<file path="src/rtl/dtmf_pair_pkg.sv">
// Package: shared constants and elaboration-time helpers for the DTMF
// tone pair decoder. Assumes every frequency is an integer in Hz and that
// the clock rate fits in 32 bits; all results are cycle counts.
package dtmf_pair_pkg;

    localparam int NUM_WIN = 4;

    // Nominal tone of window w in group grp (0 = low/rows, 1 = high/columns).
    function automatic int tone_hz(input int grp, input int w);
        int f;
        if (grp == 0) begin
            case (w)
                0:       f = 697;
                1:       f = 770;
                2:       f = 852;
                default: f = 941;
            endcase
        end else begin
            case (w)
                0:       f = 1209;
                1:       f = 1336;
                2:       f = 1477;
                default: f = 1633;
            endcase
        end
        return f;
    endfunction

    // Shortest accepted count over avg periods: tone 2.5 % fast.
    function automatic int win_lo_cyc(input int clk_hz, input int avg, input int f);
        longint num;
        num = longint'(clk_hz) * longint'(avg) * 64'd1000;
        return int'(num / (longint'(f) * 64'd1025));
    endfunction

    // Longest accepted count over avg periods: tone 2.5 % slow.
    function automatic int win_hi_cyc(input int clk_hz, input int avg, input int f);
        longint num;
        num = longint'(clk_hz) * longint'(avg) * 64'd1000;
        return int'(num / (longint'(f) * 64'd975));
    endfunction

    // Silence limit: twice the longest accepted single period of the group.
    function automatic int silence_cyc(input int clk_hz, input int grp);
        return 2 * win_hi_cyc(clk_hz, 1, tone_hz(grp, 0));
    endfunction

    // Row/column to key code; column 3 wraps row 3 (key D) to zero.
    function automatic logic [3:0] key_of(input logic [1:0] row, input logic [1:0] col);
        logic [3:0] k;
        if (col == 2'd3) begin
            k = 4'(13 + int'(row));
        end else if (row == 2'd3) begin
            case (col)
                2'd0:    k = 4'd11;
                2'd1:    k = 4'd10;
                default: k = 4'd12;
            endcase
        end else begin
            k = 4'(int'(row) * 3 + int'(col) + 1);
        end
        return k;
    endfunction

endpackage

</file>
<file path="src/rtl/dtmf_edge_sync.sv">
// Module: brings one asynchronous squared tone into the clock domain and
// flags its rising edges. Assumes the tone is far slower than the clock;
// latency is STAGES edges to the rise flag.
module dtmf_edge_sync #(
    parameter int STAGES = 2
) (
    input  logic clk,
    input  logic rst_n,
    input  logic tone_in,
    output logic rise
);
    localparam int SH_W = STAGES + 1;

    logic [SH_W-1:0] sh;

    // Shift the tone through the synchroniser and one history stage.
    always_ff @(posedge clk) begin
        if (!rst_n) begin
            sh <= '0;
        end else begin
            sh <= {sh[SH_W-2:0], tone_in};
        end
    end

    assign rise = sh[STAGES-1] & ~sh[STAGES];

endmodule

</file>
<file path="src/rtl/dtmf_period_meter.sv">
// Module: counts clock cycles spanning PER_AVG tone periods between rising
// edges and strobes the count out. Stops measuring and strobes a silence
// flag after TMO_CYC cycles without a rise; the next rise re-arms it.
// Assumes MEAS_W holds PER_AVG * TMO_CYC.
module dtmf_period_meter #(
    parameter int PER_AVG = 2,
    parameter int TMO_CYC = 600,
    parameter int MEAS_W  = 12
) (
    input  logic              clk,
    input  logic              rst_n,
    input  logic              rise,
    output logic              meas_stb,
    output logic [MEAS_W-1:0] meas,
    output logic              tmo_stb
);
    localparam int PER_W = $clog2(PER_AVG) + 1;
    localparam int GAP_W = $clog2(TMO_CYC + 1) + 1;
    localparam logic [PER_W-1:0] LAST_PER = PER_W'(PER_AVG - 1);
    localparam logic [GAP_W-1:0] GAP_MAX  = GAP_W'(TMO_CYC);
    localparam logic [GAP_W-1:0] GAP_TRIP = GAP_W'(TMO_CYC - 1);

    logic              armed;
    logic [MEAS_W-1:0] cnt;
    logic [PER_W-1:0]  nper;
    logic [GAP_W-1:0]  gap;

    // Span counter: restarts on the edge that closes a measurement.
    always_ff @(posedge clk) begin
        if (!rst_n) begin
            armed    <= 1'b0;
            cnt      <= '0;
            nper     <= '0;
            meas     <= '0;
            meas_stb <= 1'b0;
        end else begin
            meas_stb <= 1'b0;
            if (rise) begin
                if (!armed) begin
                    armed <= 1'b1;
                    cnt   <= '0;
                    nper  <= '0;
                end else if (nper == LAST_PER) begin
                    meas     <= cnt + 1'b1;
                    meas_stb <= 1'b1;
                    cnt      <= '0;
                    nper     <= '0;
                end else begin
                    nper <= nper + 1'b1;
                    cnt  <= cnt + 1'b1;
                end
            end else if (armed) begin
                if (gap == GAP_TRIP) begin
                    armed <= 1'b0;
                end
                cnt <= cnt + 1'b1;
            end
        end
    end

    // Silence watch: cycles since the last rise, saturating at the limit.
    always_ff @(posedge clk) begin
        if (!rst_n) begin
            gap     <= '0;
            tmo_stb <= 1'b0;
        end else begin
            tmo_stb <= 1'b0;
            if (rise) begin
                gap <= '0;
            end else begin
                if (gap == GAP_TRIP && armed) begin
                    tmo_stb <= 1'b1;
                end
                if (gap != GAP_MAX) begin
                    gap <= gap + 1'b1;
                end
            end
        end
    end

endmodule

</file>
<file path="src/rtl/dtmf_tone_classifier.sv">
// Module: matches each measurement against the four windows of its group.
// It declares the group valid after RUN_NEED consecutive hits in one window
// and clears on a miss or a silence strobe. Windows set in block_mask
// count as misses. Assumes the windows do not overlap.
module dtmf_tone_classifier
    import dtmf_pair_pkg::*;
#(
    parameter int GRP      = 0,
    parameter int CLK_HZ   = 3579545,
    parameter int PER_AVG  = 2,
    parameter int RUN_NEED = 4,
    parameter int MEAS_W   = 12
) (
    input  logic              clk,
    input  logic              rst_n,
    input  logic              meas_stb,
    input  logic [MEAS_W-1:0] meas,
    input  logic              tmo_stb,
    input  logic [3:0]        block_mask,
    output logic              hit,
    output logic              valid,
    output logic [1:0]        idx
);
    localparam int RUN_W = $clog2(RUN_NEED + 1);
    localparam logic [RUN_W-1:0] RUN_FULL = RUN_W'(RUN_NEED);

    logic [NUM_WIN-1:0] in_win;
    logic [NUM_WIN-1:0] ok_win;
    logic [1:0]         hit_idx;
    logic [RUN_W-1:0]   run;

    // One pair of comparators per nominal tone, limits fixed at elaboration.
    for (genvar w = 0; w < NUM_WIN; w++) begin : g_win
        localparam int LO = win_lo_cyc(CLK_HZ, PER_AVG, tone_hz(GRP, w));
        localparam int HI = win_hi_cyc(CLK_HZ, PER_AVG, tone_hz(GRP, w));
        assign in_win[w] = (meas >= MEAS_W'(LO)) && (meas <= MEAS_W'(HI));
    end

    assign ok_win = in_win & ~block_mask;
    assign hit    = |ok_win;

    // Encode the matching window; at most one can match.
    always_comb begin
        hit_idx = 2'd0;
        for (int w = NUM_WIN - 1; w >= 0; w--) begin
            if (ok_win[w]) hit_idx = 2'(w);
        end
    end

    // Run length of consecutive hits in the same window.
    always_ff @(posedge clk) begin
        if (!rst_n) begin
            run <= '0;
            idx <= 2'd0;
        end else if (meas_stb) begin
            if (!hit) begin
                run <= '0;
            end else if (run != '0 && hit_idx == idx) begin
                if (run != RUN_FULL) run <= run + 1'b1;
            end else begin
                idx <= hit_idx;
                run <= RUN_W'(1);
            end
        end else if (tmo_stb) begin
            run <= '0;
        end
    end

    assign valid = (run == RUN_FULL);

endmodule

</file>
<file path="src/rtl/dtmf_pair_decoder.sv">
// Module: top of the DTMF tone pair decoder. One synchroniser, period
// meter and classifier per group; the early-steer flag and key code are
// registered together. Assumes squared tone inputs and a clock of CLK_HZ.
module dtmf_pair_decoder
    import dtmf_pair_pkg::*;
#(
    parameter int CLK_HZ      = 3579545,
    parameter int PER_AVG     = 2,
    parameter int RUN_NEED    = 4,
    parameter int SYNC_STAGES = 2
) (
    input  logic       clk,
    input  logic       rst_n,
    input  logic       tone_low,
    input  logic       tone_high,
    input  logic       suppress_col4,
    output logic       early_steer,
    output logic [3:0] key_code
);
    localparam int TMO_MAX = silence_cyc(CLK_HZ, 0);
    localparam int MEAS_W  = $clog2(PER_AVG * TMO_MAX + 2) + 1;

    logic [1:0]             tone_pair;
    logic [1:0]             grp_rise;
    logic [1:0]             grp_stb;
    logic [1:0]             grp_tmo;
    logic [1:0]             grp_hit;
    logic [1:0]             grp_valid;
    logic [1:0][1:0]        grp_idx;
    logic [1:0][3:0]        grp_block;
    logic [1:0][MEAS_W-1:0] grp_meas;
    logic                   col_ok;
    logic                   pair_ok;
    logic                   est_q;
    logic [3:0]             code_q;

    assign tone_pair    = {tone_high, tone_low};
    assign grp_block[0] = 4'b0000;
    assign grp_block[1] = {suppress_col4, 3'b000};

    // Identical measurement path per group; only the windows differ.
    for (genvar g = 0; g < 2; g++) begin : g_grp
        localparam int TMO = silence_cyc(CLK_HZ, g);

        dtmf_edge_sync #(
            .STAGES (SYNC_STAGES)
        ) u_sync (
            .clk     (clk),
            .rst_n   (rst_n),
            .tone_in (tone_pair[g]),
            .rise    (grp_rise[g])
        );

        dtmf_period_meter #(
            .PER_AVG (PER_AVG),
            .TMO_CYC (TMO),
            .MEAS_W  (MEAS_W)
        ) u_meter (
            .clk      (clk),
            .rst_n    (rst_n),
            .rise     (grp_rise[g]),
            .meas_stb (grp_stb[g]),
            .meas     (grp_meas[g]),
            .tmo_stb  (grp_tmo[g])
        );

        dtmf_tone_classifier #(
            .GRP      (g),
            .CLK_HZ   (CLK_HZ),
            .PER_AVG  (PER_AVG),
            .RUN_NEED (RUN_NEED),
            .MEAS_W   (MEAS_W)
        ) u_cls (
            .clk        (clk),
            .rst_n      (rst_n),
            .meas_stb   (grp_stb[g]),
            .meas       (grp_meas[g]),
            .tmo_stb    (grp_tmo[g]),
            .block_mask (grp_block[g]),
            .hit        (grp_hit[g]),
            .valid      (grp_valid[g]),
            .idx        (grp_idx[g])
        );
    end

    // A column already held valid is dropped at once when suppressed.
    assign col_ok  = grp_valid[1] & ~(suppress_col4 && grp_idx[1] == 2'd3);
    assign pair_ok = grp_valid[0] & col_ok;

    // Register the steer flag and capture the code of a valid pair.
    always_ff @(posedge clk) begin
        if (!rst_n) begin
            est_q  <= 1'b0;
            code_q <= 4'b0000;
        end else begin
            est_q <= pair_ok;
            if (pair_ok) code_q <= key_of(grp_idx[0], grp_idx[1]);
        end
    end

    assign early_steer = est_q;
    assign key_code    = code_q;

endmodule

</file>
<file path="config.mk">
export PLATFORM = sky130hd
export DESIGN_NAME = dtmf_pair_decoder
export DESIGN_NICKNAME = d
export VERILOG_FILES = /design/src/rtl/dtmf_pair_pkg.sv /design/src/rtl/dtmf_edge_sync.sv /design/src/rtl/dtmf_period_meter.sv /design/src/rtl/dtmf_tone_classifier.sv /design/src/rtl/dtmf_pair_decoder.sv
export SDC_FILE = /design/constraint.sdc
export NUM_CORES = 1
export LEC_CHECK = 0
export BUFFER_PORTS_ARGS = -buffer_cell sky130_fd_sc_hd__buf_4
export CORE_AREA = 2 2 152 95
export CTS_CLUSTER_SIZE = 25
export DETAILED_ROUTE_END_ITERATION = 10
export DIE_AREA = 0 0 154 97
export GPL_TIMING_DRIVEN = 0
export PLACE_DENSITY = 0.73
export SETUP_SLACK_MARGIN = 0.4
export SLEW_MARGIN = 10
export SYNTH_ARGS = -nofsm -noshare
export SYNTH_HDL_FRONTEND = slang
export SYNTH_HIERARCHICAL = 1
export SYNTH_SLANG_ARGS = --single-unit
</file>
<file path="constraint.sdc">
create_clock -name clk -period 6.5 [get_ports clk]
set_clock_uncertainty 0.05 [all_clocks]
set_input_delay 0.325 -clock clk [delete_from_list [all_inputs] [get_ports clk]]
set_output_delay 0.325 -clock clk [all_outputs]
set_load 0.01 [all_outputs]
</file>
==> results.ini, run 1 <==
[outcome]
outcome=completed

[worst_setup_path]
reg2reg_depth=7
cp_max_fo=7
worstReg2RegEnd=g_grp[0].u_cls/run[0]$_SDFFE_PN0P_
reg2reg_from=g_grp[0].u_meter/meas[5]$_SDFFE_PN0P_
arrival_ps=2820
rrSetupSlack_ps=3940
crit_path_start_kind=register
critPathRequiredTime_ps=6760
end_kind=register
crit_type=reg2reg

[grt]
grt_max_degree=28
grtUsageMet3=0.0502
grtUsageMet2=0.269
grt_usage=0.215
grt_pass1_wl_mm=26.4
antenna_found_initial=0
grt_pass1_vias=5383
use_met1=0.350
gr-total-overflow=0
busiest_layer=met1

[detailed_routing]
wl_per_cell_um=14.7
first_pass_iters=5
routed-via-count=5983
drtAntennaViolNets=0
drcViolationCount=0
finalWirelength_mm=15.2
drt-initial-drc-count=483
via_per_inst=5.80

[timing]
setup_tns_ps=0
maxSlewViolCount=0
period_share=0.394
rsz0062_at_grt=no
setup_viol=0
finalHoldViolations=0
min_period_ps=2560
maxSlewHeadroom=0.544
worst_slew_pin_slew_ps=674
max_freq_ghz=0.390
setup_slack_ps=3940

[power]
p_int_mw=1.37
leakage_nw=2.81
switching_share=0.220
power_mw=1.76
p_seq_frac=0.442
peakVddDrop_mv=0.141
clkPwrFrac=0.528
switching_power_uw=386
power_density_mw_per_mm2=226
combPwrFrac=0.031

[cells_and_area]
finalNonFillerCells=1031
multi_input_comb_area_mm2=0.00409
antenna_cells=0
drive_gt1_frac=0.120
final_nets=865
nFillCells=1185
regArea_mm2=0.00248
areaGrowthSynthToFinish_pct=12.9

[floorplanning]
die-width_um=154
io_pins=10
fp.dieH_um=97
die-area_mm2=0.0149
start_util=0.511
core_mm2=0.0134
rows=33

[clock_network]
hold_buffers=0
cts_tree=yes
clk_latency_ps=410
cts_sinks=124
clk_root_buffer_cell=clkbuf_16
clockBufferDepth=2
clk_pin_slew_ps=60
cts_setup_buffers=0
cts_resized=0
cts_buffers=17
htreeDepth=4

[min_path]
holdCritStartpoint=tone_low
holdPathEnd=g_grp[0].u_sync/sh[0]$_SDFF_PN0_
hold_class=in2reg
hold_depth=2

[placement]
dp_cells=999
place_hpwl_mm=11.0
place_congestion=0.857
place_ws_ps=3990
io_buffers=9

[logic_synthesis]
avgSynthCellArea_um2=8.48
synthCells=809
synth_area_mm2=0.00686
ys_warn_count=6

[flow_run]
cap_viol_max_count=0

[worst max-delay path, cell delays in order (launching register included)]
cell and delay, ps:
dfxtp_1 420, nor4bb_1 310, nand4_1 190, o41a_1 520, a21o_2 230, a211oi_1 360
nor2_1 90, a221oi_1 270
[registers in the layout, indices dropped and copies added (netlist names)]
signal / flops
g_grp.u_meter/cnt: 32
g_grp.u_meter/meas: 32
g_grp.u_meter/gap: 29
g_grp.u_cls/run: 6
g_grp.u_sync/sh: 6
g_grp.u_cls/idx: 4
g_grp.u_meter/nper: 4
key_code: 4
g_grp.u_meter/armed: 2
g_grp.u_meter/meas_stb: 2
g_grp.u_meter/tmo_stb: 2
early_steer: 1
[worst max path at each step]
stage / cells after the start / endpoint / from
finish: 7 / g_grp[0].u_cls/run[0]$_SDFFE_PN0P_ / g_grp[0].u_meter/meas[5]$_SDFFE_PN0P_
global route: 7 / g_grp[0].u_cls/run[1]$_SDFFE_PN0P_ / g_grp[0].u_meter/meas[15]$_SDFFE_PN0P_
CTS: 7 / g_grp[0].u_cls/run[0]$_SDFFE_PN0P_ / g_grp[0].u_meter/meas[5]$_SDFFE_PN0P_
detailed placement: 7 / g_grp[0].u_cls/run[0]$_SDFFE_PN0P_ / g_grp[0].u_meter/meas[13]$_SDFFE_PN0P_
global placement: 7 / g_grp[0].u_cls/run[1]$_SDFFE_PN0P_ / g_grp[0].u_meter/meas[5]$_SDFFE_PN0P_
floorplan: 8 / g_grp[0].u_cls/run[1]$_SDFFE_PN0P_ / g_grp[0].u_meter/meas[11]$_SDFFE_PN0P_
[routing by layer]
layer  wire length, um  part of all wire
met1              8460              0.56
met2              5590              0.37
met3               986             0.065
met4               120            0.0079
met5                 0                 0
[power groups by stage]
stage	clock, mW	sequential (mW)	combinational [mW]
global route	0.978	0.776	0.0616
finish	0.926	0.776	0.0537
CTS	0.944	0.775	0.0534
global placement	0	0.791	0.0530
detailed placement	0	0.791	0.0532
floorplan	0	0.790	0.0366
[cell usage in the layout (no fill, tap or decap), drive strengths merged, types with 5 or more instances in the layout]
master    n
nor4     14
nor2     70
nand4    30
a22oi     6
clkbuf   43
a211oi   13
or3       8
nand3    31
o21a      5
and2     15
inv      34
a21o      6
nor3     27
a41oi     5
xor2     19
nand2    64
a31oi    18
a21oi    54
or4       5
and3b     6
and3     12
dfxtp   124
mux2i     5
xnor2    38
conb      7
buf      26
o21ai    50
nor2b     9
nand2b   16
ha       15
[stage by stage]
step                      cell area (um2)   util  hold slack [ps]
after global routing                 7750  0.578             78.8
after floorplan                      6890      -              362
after detailed placement             7170  0.534              371
after CTS                            7750  0.578             67.0
final                                7750  0.578             70.5
after global placement               7170  0.534              376
[area by class of cell]
cell class,instances,area share
plain buffers,38,0.0250
clock buffers,22,0.0599
clock inverters,10,0.0149
inverters,33,0.0160
multi-input cells,620,0.527
flip-flops and latches,124,0.320
well taps,175,0.0282
repair buffers,9,0.00872
Power figures use the tool's default switching activity.
==> run 2, diff against run 1 <==
clock period = 2.6 ns   (was 6.5 ns; I/O delays follow)
==> run 2 against run 1 <==
Against the previous run: critical path depth grew 1; sequential power grew to 2.5 times the previous value; flip-flop and latch count stayed put; largest cell class unchanged; final area rose by 5.9%; global-route usage increased by 0.30 points; first-iteration DRC count rose by 18%; critical endpoint is now g_grp[0].u_cls/run[1]$_SDFFE_PN0P_; fmax increased by 7.0%; cell count increased by 2.1%.
==> results.ini, run 2 (synthesis results as in run 1) <==
[worst_setup_path]
reg2reg_depth=8  ; +1
cp_top_family=simple AND/OR/NAND/NOR gates
reg2reg_from=g_grp[0].u_meter/meas[8]$_SDFFE_PN0P_
arrival_ps=2680  ; -140 ps
crit_type=reg2reg
worstReg2RegEnd=g_grp[0].u_cls/run[1]$_SDFFE_PN0P_
timing.critical_path.buf_inv=1  ; +1
cp_max_fo=4  ; -3
cp_cell_sequence=buf_6, nor4bb_2, nand4_1, or3_4, a311oi_4, o31ai_4, or4_1, a21oi_1
rrSetupSlack_ps=200  ; -3730 ps
end_kind=register
critPathRequiredTime_ps=2890  ; -3870 ps
worst_path_max_delay_cell=or3_4
crit_path_start_kind=register
cp_slowest_stage_delay_ps=420  ; -100 ps

[timing]
setup_viol=0  ; unchanged
finalHoldViolations=0  ; unchanged
worst_slew_pin_slew_ps=616  ; -58.2 ps
setup_tns_ps=0  ; unchanged
maxSlewHeadroom=0.583  ; +0.0394
period_share=0.922  ; +0.527
rsz0062_at_grt=yes
maxSlewViolCount=0  ; unchanged
hold_ws_ps=86.7  ; +16.1 ps
max_freq_ghz=0.417  ; +7.0%
setup_slack_ps=203  ; -3730 ps
min_period_ps=2400  ; -167 ps

[floorplanning]
rows=33  ; unchanged
core_mm2=0.0134  ; unchanged
die-area_mm2=0.0149  ; unchanged
io_pins=10  ; unchanged
start_util=0.511  ; unchanged
fp.dieH_um=97  ; unchanged
die-width_um=154  ; unchanged

[clock_network]
htreeDepth=4  ; unchanged
clk_pin_slew_ps=50  ; about the same
clk_latency_ps=410  ; about the same
clk_root_buffer_cell=clkbuf_16
cts_sinks=124  ; unchanged
clockBufferDepth=2  ; unchanged
cts_buffers=17  ; unchanged
cts_tree=yes

[outcome]
outcome=completed

[min_path]
hold_class=in2reg
holdCritStartpoint=rst_n
hold_depth=2  ; unchanged
holdPathEnd=g_grp[0].u_cls/run[2]$_SDFFE_PN0P_

[cells_and_area]
largestRegisters=g_grp.u_meter/cnt x32, g_grp.u_meter/meas x32, g_grp.u_meter/gap x29
regArea_mm2=0.00251  ; +0.96%
nFillCells=1139  ; -3.9%
antenna_cells=0  ; unchanged
final_nets=888  ; +2.7%
final_common_cell=dfxtp_1
multi_input_comb_area_mm2=0.00431  ; +5.6%
drive_gt1_frac=0.181  ; +0.0608
final_cell_mix=dfxtp_1, nor2_1, nand2_1
areaGrowthSynthToFinish_pct=19.7

[placement]
io_buffers=9  ; unchanged
place_hpwl_mm=10.6  ; -4.1%
place_congestion=0.875  ; +2.1%
place_ws_ps=119  ; -3870 ps

[detailed_routing]
drt-initial-drc-count=570  ; +18%
drtAntennaViolNets=0  ; unchanged
drcViolationCount=0  ; unchanged
via_per_inst=5.82  ; +0.22%
routed-via-count=6124  ; +2.4%
first_pass_iters=6  ; +1
wl_per_cell_um=15.4  ; +4.8%
finalWirelength_mm=16.2  ; +7.0%

[grt]
grt_pass1_wl_mm=26.5  ; +0.24%
grt_max_degree=28  ; unchanged
gr-total-overflow=0  ; unchanged
antenna_found_initial=0  ; unchanged
grt_usage=0.218  ; +0.00299
grt_pass1_vias=5256  ; -2.4%

[power]
leakage_nw=2.97  ; +5.8%
power_mw=4.35  ; +150%
power_density_mw_per_mm2=530  ; +130%
peakVddDrop_mv=0.348  ; +150%

[flow_run]
cap_viol_max_count=0  ; unchanged

## run 2: cell types whose count changed in the layout (fill, tap and decap cells not counted), sizes merged
| cell | previous run | this run |
|---|---|---|
| buf | 26 | 47 |
| clkinvlp | 3 | 1 |
| dlygate4sd3 | 0 | 2 |
| clkbuf | 43 | 44 |
| clkinv | 4 | 5 |
| inv | 34 | 33 |
## run 2: worst register-to-register path: stages (launching register included)
cell and delay [ps]:
dfxtp_2 330, buf_6 100, nor4bb_2 200, nand4_1 230, or3_4 420, a311oi_4 360, o31ai_4 120, or4_1 410
a21oi_1 130
## run 2: layout make-up
type                       instances  share of cell area
buffer                            38              0.0256
clock buffer                      23              0.0570
clock inverter                     8              0.0113
inverter                          33              0.0154
multi-input combinational        620               0.525
sequential                       124               0.305
tap                              175              0.0267
timing repair buffer              32              0.0335
## run 2: per-layer routing
| layer | global-route usage | routed length [um] | up-vias |
|---|---|---|---|
| met5 | 0 | 0 | - |
| met4 | 0.0554 | 160 | 0 |
| met3 | 0.0497 | 1110 | 18 |
| met2 | 0.279 | 6330 | 182 |
| met1 | 0.354 | 8630 | 2874 |
| li1 | - | - | 3050 |
## run 2: stage by stage
| step | cell area (um2) | utilization | instances |
|---|---|---|---|
| after global placement | 7190 | 0.536 | 999 |
| after detailed placement | 7190 | 0.536 | 999 |
| after floorplan | 6900 | - | 815 |
| final | 8210 | 0.612 | 1053 |
| after global routing | 8210 | 0.612 | 1053 |
| after CTS | 8030 | 0.598 | 1052 |
## run 2: timing repair
action,CTS,global route
hold endpoints to repair,2,0
endpoints found under the setup margin,8,16
hold buffers,2,0
gates resized for setup,30,41
pin swaps,20,17
setup buffers,20,1
## run 2: worst max-delay path by stage
stage                                           startpoint                                  to  slack (ps)  cells past startpoint
global route         g_grp[0].u_meter/meas[0]$_SDFFE_PN0P_  g_grp[0].u_cls/run[1]$_SDFFE_PN0P_         100                      7
global placement    g_grp[0].u_meter/meas[15]$_SDFFE_PN0P_  g_grp[0].u_cls/run[0]$_SDFFE_PN0P_         140                      7
CTS                 g_grp[0].u_meter/meas[11]$_SDFFE_PN0P_  g_grp[0].u_cls/run[1]$_SDFFE_PN0P_         280                      8
detailed placement  g_grp[0].u_meter/meas[13]$_SDFFE_PN0P_  g_grp[0].u_cls/run[0]$_SDFFE_PN0P_         120                      7
finish               g_grp[0].u_meter/meas[8]$_SDFFE_PN0P_  g_grp[0].u_cls/run[1]$_SDFFE_PN0P_         200                      8
floorplan            g_grp[0].u_meter/meas[8]$_SDFFE_PN0P_  g_grp[0].u_cls/run[1]$_SDFFE_PN0P_         430                      8
## run 2: power by group
part	internal, mW	switching, mW
combinational	0.0477	0.0942
clock	1.45	0.829
sequential	1.92	0.0192
==> run 3, diff against run 2 <==
CORE_AREA = 2 2 146 91   (was 2 2 152 95)
DIE_AREA = 0 0 148 93   (was 0 0 154 97)
SYNTH_HIERARCHICAL = default   (was 1)
==> run 3 against run 2 <==
Against the previous run: critical path type unchanged; worst hold slack got worse by 49 ps; flip-flop and latch count unchanged; wire length is 0.58% lower; core utilization rose by 1.6 points; first-iteration DRC count shrank 23%; cell count is 5.3% lower; via count shrank 5.4%; largest cell class unchanged.
==> results.ini, run 3 <==
[placement]
place_ws_ps=30.2  ; -89.2 ps
io_buffers=9  ; unchanged
dp_cells=943  ; -5.6%
postPlaceCellArea_mm2=0.00665  ; -7.6%
place_congestion=0.868  ; -0.86%
place_hpwl_mm=10.9  ; +3.5%

[outcome]
outcome=completed

[cells_and_area]
final_common_cell=nor2_1
largestRegisters=g_grp.u_meter.cnt x32, g_grp.u_meter.meas x32, g_grp.u_meter.gap x29
antenna_cells=0  ; unchanged
final_cell_mix=nor2_1, dfxtp_1, o21ai_0
regArea_mm2=0.00254  ; +1.4%
final_core_util=0.628  ; +0.0161
multi_input_comb_area_mm2=0.00390  ; -9.5%
areaGrowthSynthToFinish_pct=23.3
nFillCells=1068  ; -6.2%
finalNonFillerCells=997  ; -5.3%
final_area_mm2=0.00785  ; -4.5%
drive_gt1_frac=0.197  ; +0.0160
final_nets=836  ; -5.9%

[power]
peakVddDrop_mv=0.430  ; +24%
leakage_nw=2.81  ; -5.5%
power_mw=4.64  ; +6.6%
power_density_mw_per_mm2=592  ; +12%

[timing]
finalHoldViolations=0  ; unchanged
maxSlewHeadroom=0.583  ; about the same
setup_slack_ps=259  ; +55.3 ps
period_share=0.901  ; -0.0213
worst_slew_pin_slew_ps=623  ; +7.05 ps
setup_tns_ps=0  ; unchanged
hold_ws_ps=37.3  ; -49.3 ps
max_freq_ghz=0.427  ; +2.4%
min_period_ps=2340  ; -55.3 ps
rsz0062_at_grt=yes
maxSlewViolCount=0  ; unchanged
setup_viol=0  ; unchanged

[grt]
antenna_found_initial=0  ; unchanged
grt_max_degree=17  ; -39%
grt_usage=0.236  ; +0.0186
grt_pass1_wl_mm=25.8  ; -2.5%
gr-total-overflow=0  ; unchanged
grt_pass1_vias=5449  ; +3.7%

[logic_synthesis]
synthCells=764  ; -5.6%
synth_top_area_cell=dfxtp_1
synth_most_common_cell=nor2_1
avgSynthCellArea_um2=8.33  ; -1.8%
netlist.area_leader.share=0.390
ys_types=68
synth-async-reset-ratio=0
synth_flop_cell=dfxtp_1
synthTopCellsByCount=nor2_1, dfxtp_1, o21ai_0, nand2_1, a21oi_1
synth_area_mm2=0.00636  ; -7.3%
syn_nets=786
synthTopCellsByArea=dfxtp_1, nor2_1, xnor2_1
ys_warn_count=0  ; -6
ys_ff_latch=124
synth_edf_count=0
ys_seq_area_frac=0.390

[detailed_routing]
finalWirelength_mm=16.1  ; -0.58%
routed-via-count=5791  ; -5.4%
met2_wirelength_mm=7.20  ; +14%
wl_met1_mm=7.72  ; -11%
via_per_inst=5.81  ; -0.13%
routed.top_layer=met4
wl_met3_um=993  ; -10%
wl_per_cell_um=16.2  ; +5.0%
drcViolationCount=0  ; unchanged
drt-initial-drc-count=439  ; -23%
drtAntennaViolNets=0  ; unchanged
first_pass_iters=5  ; -1

[clock_network]
clk_root_buffer_cell=clkbuf_16
cts_tree=yes
cts_sinks=124  ; unchanged
cts_buffers=17  ; unchanged
clk_pin_slew_ps=60  ; about the same
clk_latency_ps=410  ; about the same
htreeDepth=4  ; unchanged
clockBufferDepth=2  ; unchanged

[worst_setup_path]
rrSetupSlack_ps=260  ; +60 ps
arrival_ps=2600  ; -80 ps
critPathRequiredTime_ps=2860  ; -30 ps
crit_type=reg2reg
cp_max_fo=4  ; unchanged
crit_path_start_kind=register
end_kind=register

[floorplanning]
core_mm2=0.0125  ; -6.9%
fp.dieH_um=93  ; -4.1%
die-area_mm2=0.0138  ; -7.9%
io_pins=10  ; unchanged
rows=32  ; -3.0%
die-width_um=148  ; -3.9%
start_util=0.510  ; -0.00191

[min_path]
hold_class=in2reg

[flow_run]
cap_viol_max_count=0  ; unchanged

[run 3: area by class of cell]
type,instances,area share
Inverter,24,0.0115
Buffer,34,0.0274
Clock inverter,13,0.0239
Tap cell,170,0.0271
Sequential cell,124,0.324
Timing Repair Buffer,31,0.0308
Multi-Input combinational cell,582,0.497
Clock buffer,19,0.0577
[run 3: kinds of logic (layout without fill, tap and decap cells)]
family	after synthesis	after routing	share of synthesized area
adder cells (fa/ha/maj)	17	17	0.0358
AO/OA/AOI/OAI	172	172	0.178
buffers and inverters	58	121	0.0468
multiplexers	7	7	0.0110
AND/OR/NAND/NOR	330	330	0.262
flip-flops	124	124	0.390
XOR/XNOR	56	56	0.0771
[run 3: metal layers]
metal	GRT usage	vias to the layer above
li1	-	2839
met1	0.326	2735
met2	0.365	192
met3	0.0590	25
met4	0.0762	0
met5	0	-
[run 3: critical path, stage by stage (launching register included)]
cell	delay, ps
dfxtp_2	310
buf_6	110
or2_4	240
nor4_4	240
a31oi_2	150
o22a_1	260
or3_4	340
a221oi_4	290
a221o_2	220
a21oi_2	30
[run 3: power by group]
part | total (mW) | switching (mW) | internal (mW)
logic | 0.150 | 0.102 | 0.0474
registers | 1.93 | 0.0230 | 1.91
clock network | 2.56 | 0.898 | 1.66
total | 4.64 | 1.02 | 3.62
[run 3: what timing repair did]
item / in CTS / in global routing
pin swaps: 22 / 26
hold buffers: 2 / 0
setup buffers: 8 / 12
gates cloned: 0 / 0
gates resized for setup: 47 / 64
hold endpoints to repair: 2 / 0
setup endpoints to repair: 22 / 32
[run 3: path summary, 6_finish.rpt]
kind                                               start                             endpoint  cells after the start
hold / removal                                     rst_n  g_grp[1].u_meter.tmo_stb$_SDFF_PP0_                      3
hold reg to reg         g_grp[0].u_sync.sh[0]$_SDFF_PN0_     g_grp[0].u_sync.sh[1]$_SDFF_PN0_                      1
setup reg to reg  g_grp[0].u_meter.meas[10]$_SDFFE_PN0P_   g_grp[0].u_cls.run[0]$_SDFFE_PN0P_                      9
setup / recovery  g_grp[0].u_meter.meas[10]$_SDFFE_PN0P_   g_grp[0].u_cls.run[0]$_SDFFE_PN0P_                      9
